## config.mk

```make
export PLATFORM = sky130hd
export DESIGN_NAME = chardisp_bus_bridge
export DESIGN_NICKNAME = d
export VERILOG_FILES = /design/src/rtl/chardisp_bridge_pkg.sv /design/src/rtl/chardisp_tgt_decode.sv /design/src/rtl/chardisp_sel_track.sv /design/src/rtl/chardisp_rdata_mux.sv /design/src/rtl/chardisp_bus_bridge.sv
export SDC_FILE = /design/constraint.sdc
export NUM_CORES = 1
export LEC_CHECK = 0
export ABC_AREA = 1
export BUFFER_PORTS_ARGS = -buffer_cell sky130_fd_sc_hd__buf_2
export CORE_AREA = 2 2 128 130
export CTS_BUF_LIST = sky130_fd_sc_hd__clkbuf_4
export DETAILED_ROUTE_END_ITERATION = 12
export DIE_AREA = 0 0 130 132
export PLACE_DENSITY = 0.49
export REMOVE_ABC_BUFFERS = 1
export SETUP_SLACK_MARGIN = 0.3
export SLEW_MARGIN = 5
export SYNTH_ARGS = -nofsm -noshare
export SYNTH_HDL_FRONTEND = slang
export SYNTH_SLANG_ARGS = --single-unit
```

## constraint.sdc

```tcl
create_clock -name clk -period 1.2 [get_ports clk]
set_input_delay 0.06 -clock clk [delete_from_list [all_inputs] [get_ports clk]]
set_output_delay 0.06 -clock clk [all_outputs]
set_load 0.02 [all_outputs]
```

## src/rtl/chardisp_bridge_pkg.sv

```systemverilog
package chardisp_bridge_pkg;
   localparam int unsigned TGT_COUNT = 3;
   localparam int unsigned TGT_SEL_W = 2;

   typedef enum logic [TGT_SEL_W-1:0] {
      TGT_CHAR  = 2'b00,
      TGT_COLOR = 2'b01,
      TGT_GLYPH = 2'b10,
      TGT_NONE  = 2'b11
   } tgt_sel_e;
endpackage

```

## src/rtl/chardisp_tgt_decode.sv

```systemverilog
module chardisp_tgt_decode
   import chardisp_bridge_pkg::*;
(
   input  logic                 clk,
   input  logic                 rst_n,
   input  logic                 valid,
   input  logic                 we,
   input  tgt_sel_e             sel,
   output logic [TGT_COUNT-1:0] we_vec,
   output logic [TGT_COUNT-1:0] re_vec
);
   for (genvar t = 0; t < TGT_COUNT; t++) begin : g_tgt
      logic hit;
      assign hit       = (sel == tgt_sel_e'(t));
      assign we_vec[t] = valid & we & hit;
      assign re_vec[t] = valid & ~we & hit;
   end

   AST_WE_ONEHOT: assert property (@(posedge clk) disable iff (!rst_n)
      $onehot0({we_vec, re_vec}));
   AST_IDLE_QUIET: assert property (@(posedge clk) disable iff (!rst_n)
      !valid |-> (we_vec == '0 && re_vec == '0));
   AST_NONE_NO_WE: assert property (@(posedge clk) disable iff (!rst_n)
      (valid && sel == TGT_NONE) |-> (we_vec == '0));
endmodule

```

## src/rtl/chardisp_sel_track.sv

```systemverilog
module chardisp_sel_track
   import chardisp_bridge_pkg::*;
(
   input  logic     clk,
   input  logic     rst_n,
   input  logic     rd_req,
   input  tgt_sel_e sel,
   output tgt_sel_e sel_q
);
   always_ff @(posedge clk or negedge rst_n) begin
      if (!rst_n) sel_q <= TGT_NONE;
      else        sel_q <= rd_req ? sel : TGT_NONE;
   end

   AST_SEL_AFTER_WRITE: assert property (@(posedge clk) disable iff (!rst_n)
      !rd_req |=> (sel_q == TGT_NONE));
endmodule

```

## src/rtl/chardisp_rdata_mux.sv

```systemverilog
module chardisp_rdata_mux
   import chardisp_bridge_pkg::*;
#(
   parameter int unsigned DATA_W = 32
) (
   input  tgt_sel_e                          sel_q,
   input  logic [TGT_COUNT-1:0][DATA_W-1:0]  mem_rdata,
   output logic [DATA_W-1:0]                 rdata
);
   logic [TGT_COUNT-1:0][DATA_W-1:0] masked;

   for (genvar t = 0; t < TGT_COUNT; t++) begin : g_mask
      assign masked[t] = (sel_q == tgt_sel_e'(t)) ? mem_rdata[t] : '0;
   end

   always_comb begin
      rdata = '0;
      for (int t = 0; t < TGT_COUNT; t++) rdata |= masked[t];
   end
endmodule

```

## src/rtl/chardisp_bus_bridge.sv

```systemverilog
module chardisp_bus_bridge
   import chardisp_bridge_pkg::*;
#(
   parameter int unsigned ADDR_W  = 14,
   parameter int unsigned SEL_LSB = 12,
   parameter int unsigned DATA_W  = 32,
   localparam int unsigned BE_W   = DATA_W / 8
) (
   input  logic               clk,
   input  logic               rst_n,
   input  logic               bus_valid,
   input  logic               bus_we,
   input  logic [ADDR_W-1:0]  bus_addr,
   input  logic [DATA_W-1:0]  bus_wdata,
   input  logic [BE_W-1:0]    bus_be,
   output logic [DATA_W-1:0]  bus_rdata,
   output logic               cmap_we,
   output logic               cmap_re,
   output logic [SEL_LSB-1:0] cmap_addr,
   output logic [DATA_W-1:0]  cmap_wdata,
   output logic [BE_W-1:0]    cmap_be,
   input  logic [DATA_W-1:0]  cmap_rdata,
   output logic               clr_we,
   output logic               clr_re,
   output logic [SEL_LSB-1:0] clr_addr,
   output logic [DATA_W-1:0]  clr_wdata,
   output logic [BE_W-1:0]    clr_be,
   input  logic [DATA_W-1:0]  clr_rdata,
   output logic               gly_we,
   output logic               gly_re,
   output logic [SEL_LSB-1:0] gly_addr,
   output logic [DATA_W-1:0]  gly_wdata,
   output logic [BE_W-1:0]    gly_be,
   input  logic [DATA_W-1:0]  gly_rdata
);
   if (SEL_LSB + TGT_SEL_W > ADDR_W) begin : g_bad_addr
      $error("select field does not fit in the address");
   end
   if (DATA_W % 8 != 0 || DATA_W == 0) begin : g_bad_data
      $error("data width must be a non-zero multiple of 8");
   end

   tgt_sel_e               sel, sel_q;
   logic [TGT_COUNT-1:0]   we_vec, re_vec;
   logic                   rd_req;
   logic [SEL_LSB-1:0]     low_addr;
   logic [TGT_COUNT-1:0][DATA_W-1:0] mem_rdata;

   assign sel      = tgt_sel_e'(bus_addr[SEL_LSB +: TGT_SEL_W]);
   assign low_addr = bus_addr[SEL_LSB-1:0];
   assign rd_req   = bus_valid & ~bus_we;

   chardisp_tgt_decode u_decode (
      .clk    (clk),
      .rst_n  (rst_n),
      .valid  (bus_valid),
      .we     (bus_we),
      .sel    (sel),
      .we_vec (we_vec),
      .re_vec (re_vec)
   );

   chardisp_sel_track u_track (
      .clk    (clk),
      .rst_n  (rst_n),
      .rd_req (rd_req),
      .sel    (sel),
      .sel_q  (sel_q)
   );

   assign mem_rdata[TGT_CHAR]  = cmap_rdata;
   assign mem_rdata[TGT_COLOR] = clr_rdata;
   assign mem_rdata[TGT_GLYPH] = gly_rdata;

   chardisp_rdata_mux #(.DATA_W(DATA_W)) u_mux (
      .sel_q     (sel_q),
      .mem_rdata (mem_rdata),
      .rdata     (bus_rdata)
   );

   assign cmap_we = we_vec[TGT_CHAR];
   assign clr_we  = we_vec[TGT_COLOR];
   assign gly_we  = we_vec[TGT_GLYPH];
   assign cmap_re = re_vec[TGT_CHAR];
   assign clr_re  = re_vec[TGT_COLOR];
   assign gly_re  = re_vec[TGT_GLYPH];

   assign cmap_addr  = low_addr;
   assign clr_addr   = low_addr;
   assign gly_addr   = low_addr;
   assign cmap_wdata = bus_wdata;
   assign clr_wdata  = bus_wdata;
   assign gly_wdata  = bus_wdata;
   assign cmap_be    = bus_be;
   assign clr_be     = bus_be;
   assign gly_be     = bus_be;

   AST_CHAR_RD: assert property (@(posedge clk) disable iff (!rst_n)
      (rd_req && sel == TGT_CHAR) |=> (bus_rdata == cmap_rdata));
   AST_COLOR_RD: assert property (@(posedge clk) disable iff (!rst_n)
      (rd_req && sel == TGT_COLOR) |=> (bus_rdata == clr_rdata));
   AST_GLYPH_RD: assert property (@(posedge clk) disable iff (!rst_n)
      (rd_req && sel == TGT_GLYPH) |=> (bus_rdata == gly_rdata));
   AST_NONE_RD_ZERO: assert property (@(posedge clk) disable iff (!rst_n)
      (rd_req && sel == TGT_NONE) |=> (bus_rdata == '0));
   AST_NO_RD_ZERO: assert property (@(posedge clk) disable iff (!rst_n)
      !rd_req |=> (bus_rdata == '0));
   AST_PASS_LOW: assert property (@(posedge clk) disable iff (!rst_n)
      (cmap_addr == bus_addr[SEL_LSB-1:0]) && (gly_be == bus_be));
endmodule

```

==> run_results.csv <==
group,metric,value,unit
setup_path,endpoint,"bus_rdata[4]",
detailed_routing,routed_via_density,4.04,
power,p_per_area,336,mW/mm^2
die,io_pins,332,
timing,slew-limit-headroom,0.853,
synthesis,synth_compound_area_frac,0,
synthesis,yosysUniqueCellTypes,11,
detailed_routing,vias,2144,
timing,hold_slack,100,ps
setup_path,crit_fanout,11,
place,hpwl,14100,um
synthesis,muxShareOfSynthArea,0,
cells_and_area,final_util,0.175,
detailed_routing,postRouteAntennaNets,0,
clocking,clock-sinks,2,
clocking,cts_buffer_depth,2,
synthesis,synthAdderAreaFrac,0,
detailed_routing,drcViolationCount,0,
die,start_util,0.125,
timing,fin_crit_sh,1.29,
power,max-vdd-ir-drop,0.247,mV
synthesis,syn_area,0.00197,mm^2
timing,setup_viol,32,
detailed_routing,drt_pass1_iterations,4,
place,place_ws,-235,ps
synthesis,yosysTopAreaCellShare,0.549,
timing,finalMaxSlewViolations,0,
die,dieArea,0.0172,mm^2
synthesis,yosysSeqAreaShare,0.0267,
synthesis,synth_cells,307,
outcome,violations,"negative setup slack",
outcome,outcome,"finished with violations",
clocking,clk_pin_slew,30,ps
timing,timing.fmax,648,MHz
global_routing,grt_pass1_vias,2086,
cells_and_area,nNetsFinal,466,
cells_and_area,regArea,56.3,um^2
cells_and_area,largestRegisters,"u_track.sel_q (2)",
setup_path,arrival,1480,ps
die,die_x,130,um
detailed_routing,wirelength,16900,um
global_routing,overflow,0,
synthesis,synth_top_cells_by_area,"buf_4 55%, nand3_1 24%, nand2_1 6.7%",
place,port_buffers,139,
timing,worstMarginPinSlew,221,ps
global_routing,grt_max_degree,13,
cells_and_area,areaGrowthSynthToFinish,40.0,%
clocking,cts_buffers,3,
setup_path,setup.worst_path.start_class,"flip-flop",
synthesis,yosysWarnings,0,
timing,fin_crit,1540,ps
setup_path,crit_type,"reg -> out",
setup_path,crit_path_start,"u_track.sel_q[0]",
synthesis,synth-xor-area-share,0,
global_routing,antenna_found_initial,1,
job,maxCapViolCount,0,
cells_and_area,multi_input_area,0.00111,mm^2
die,rows,46,
setup_path,worst_setup_path_end_kind,"output pin",
place,gp_congestion,0.753,
cells_and_area,regMostFlops,"u_track.sel_q",
clocking,cts_tree,"built",
global_routing,grt_use_total,0.185,
synthesis,synthSimpleGateAreaFrac,0.336,
clocking,root_buffer,"clkbuf_4",
die,core-area,0.0157,mm^2
timing,setup_ws,-344,ps
timing,finalHoldViolations,0,
cells_and_area,nFillCells,1788,
synthesis,synth_top_family_by_area,"buffers and inverters",
die,die_h,132,um
synthesis,syn_avg_cell_area,6.41,um^2
min_path,hold_path_class,"in -> reg",
cells_and_area,layout-drive-gt1-share,0.809,
synthesis,synth-seq-cells,2,
timing,rsz0062_at_grt,"true",
power,p_leak,1.46,nW
global_routing,grt_pass1_wl,20800,um
setup_path,required,1140,ps
detailed_routing,wl_per_cell,31.8,um
synthesis,synth_top_area_cell,"buf_4",
detailed_routing,drtIter0Drc,56,
clocking,htreeDepth,1,
cells_and_area,largest_reg_flops,2,
==> where the power goes <==
part	switching (mW)	internal, mW	total [mW]
clock network	0.0368	0.110	0.147
logic	0.346	0.354	0.700
registers	0.00554	0.0735	0.0791
==> cells by family after synthesis <==
logic type    after synthesis
flops                       2
buf+inv                   166
simple gates              139
==> layout make-up <==
type	instances	area share
clock buffer	3	0.00817
multi-input combinational	140	0.401
timing repair buffer	164	0.462
antenna	1	0.000908
tap	216	0.0981
inverter	5	0.00863
sequential	2	0.0204
==> worst max-delay path, stage by stage (launching register included) <==
cell and delay [ps]:
dfstp_4 640, buf_6 110, inv_6 50, buf_12 140, nand3_1 90, nand3_2 90, buf_6 130
==> layout by cell type, fill, tap and decap left out <==
cell,netlist,layout
buf_2,6,107
nand3_2,0,49
nand3_1,96,41
buf_6,11,38
nand2_2,0,18
buf_12,0,11
nand2_4,0,9
nand2_1,35,8
nand3_4,0,6
buf_4,144,5
nor2_1,4,4
inv_1,3,3
nor3_1,3,3
clkbuf_4,0,3
diode_2,0,1
nor2_8,1,1
inv_6,0,1
inv_2,2,1
nor2_4,0,1
buf_16,0,1
dlygate4sd3_1,0,1
buf_8,0,1
dfstp_4,0,1
dfstp_2,2,1
==> worst min path at each step <==
stage	slack, ps	to	start	cells past startpoint
2_1_floorplan	-90	u_track.sel_q[0]	rst_n	0
3_3_place_gp	20	u_track.sel_q[0]	rst_n	1
3_5_place_dp	20	u_track.sel_q[0]	rst_n	1
4_1_cts	90	u_track.sel_q[0]	bus_we	3
5_1_grt	110	u_track.sel_q[0]	bus_we	3
6_report	100	u_track.sel_q[0]	bus_we	3
==> cells in the mapped netlist <==
master / instances
nor3_1: 3
inv_1: 3
inv_2: 2
nor2_8: 1
dfstp_2: 2
buf_6: 11
nand3_1: 96
buf_2: 6
nand2_1: 35
nor2_1: 4
buf_4: 144
==> metrics by stage <==
| step | cell area, um^2 | TNS, ps | std cells | power, mW |
|---|---|---|---|---|
| after global placement | 1900 | -4950 | 515 | 0.588 |
| after detailed placement | 1900 | -5120 | 515 | 0.588 |
| after global routing | 2750 | -12020 | 530 | 1.00 |
| after floorplan | 733 | -9580 | 146 | 0.263 |
| final | 2760 | -9920 | 531 | 0.926 |
| after CTS | 2640 | -10550 | 530 | 0.919 |
==> layer usage <==
| layer | GRT usage | part of all wire |
|---|---|---|
| met1 | 0.133 | 0.25 |
| met2 | 0.316 | 0.48 |
| met3 | 0.195 | 0.23 |
| met5 | 0.0706 | 0.0060 |
| met4 | 0.0550 | 0.033 |
==> timing repair <==
action / CTS / global route
cloned: 2 / 0
pin swaps: 14 / 5
hold endpoints to repair: 2 / 0
buffers inserted: 9 / 0
resized for setup: 150 / 26
hold buffers: 1 / 0
setup endpoints to repair: 32 / 32
Power figures use the tool's default switching activity.
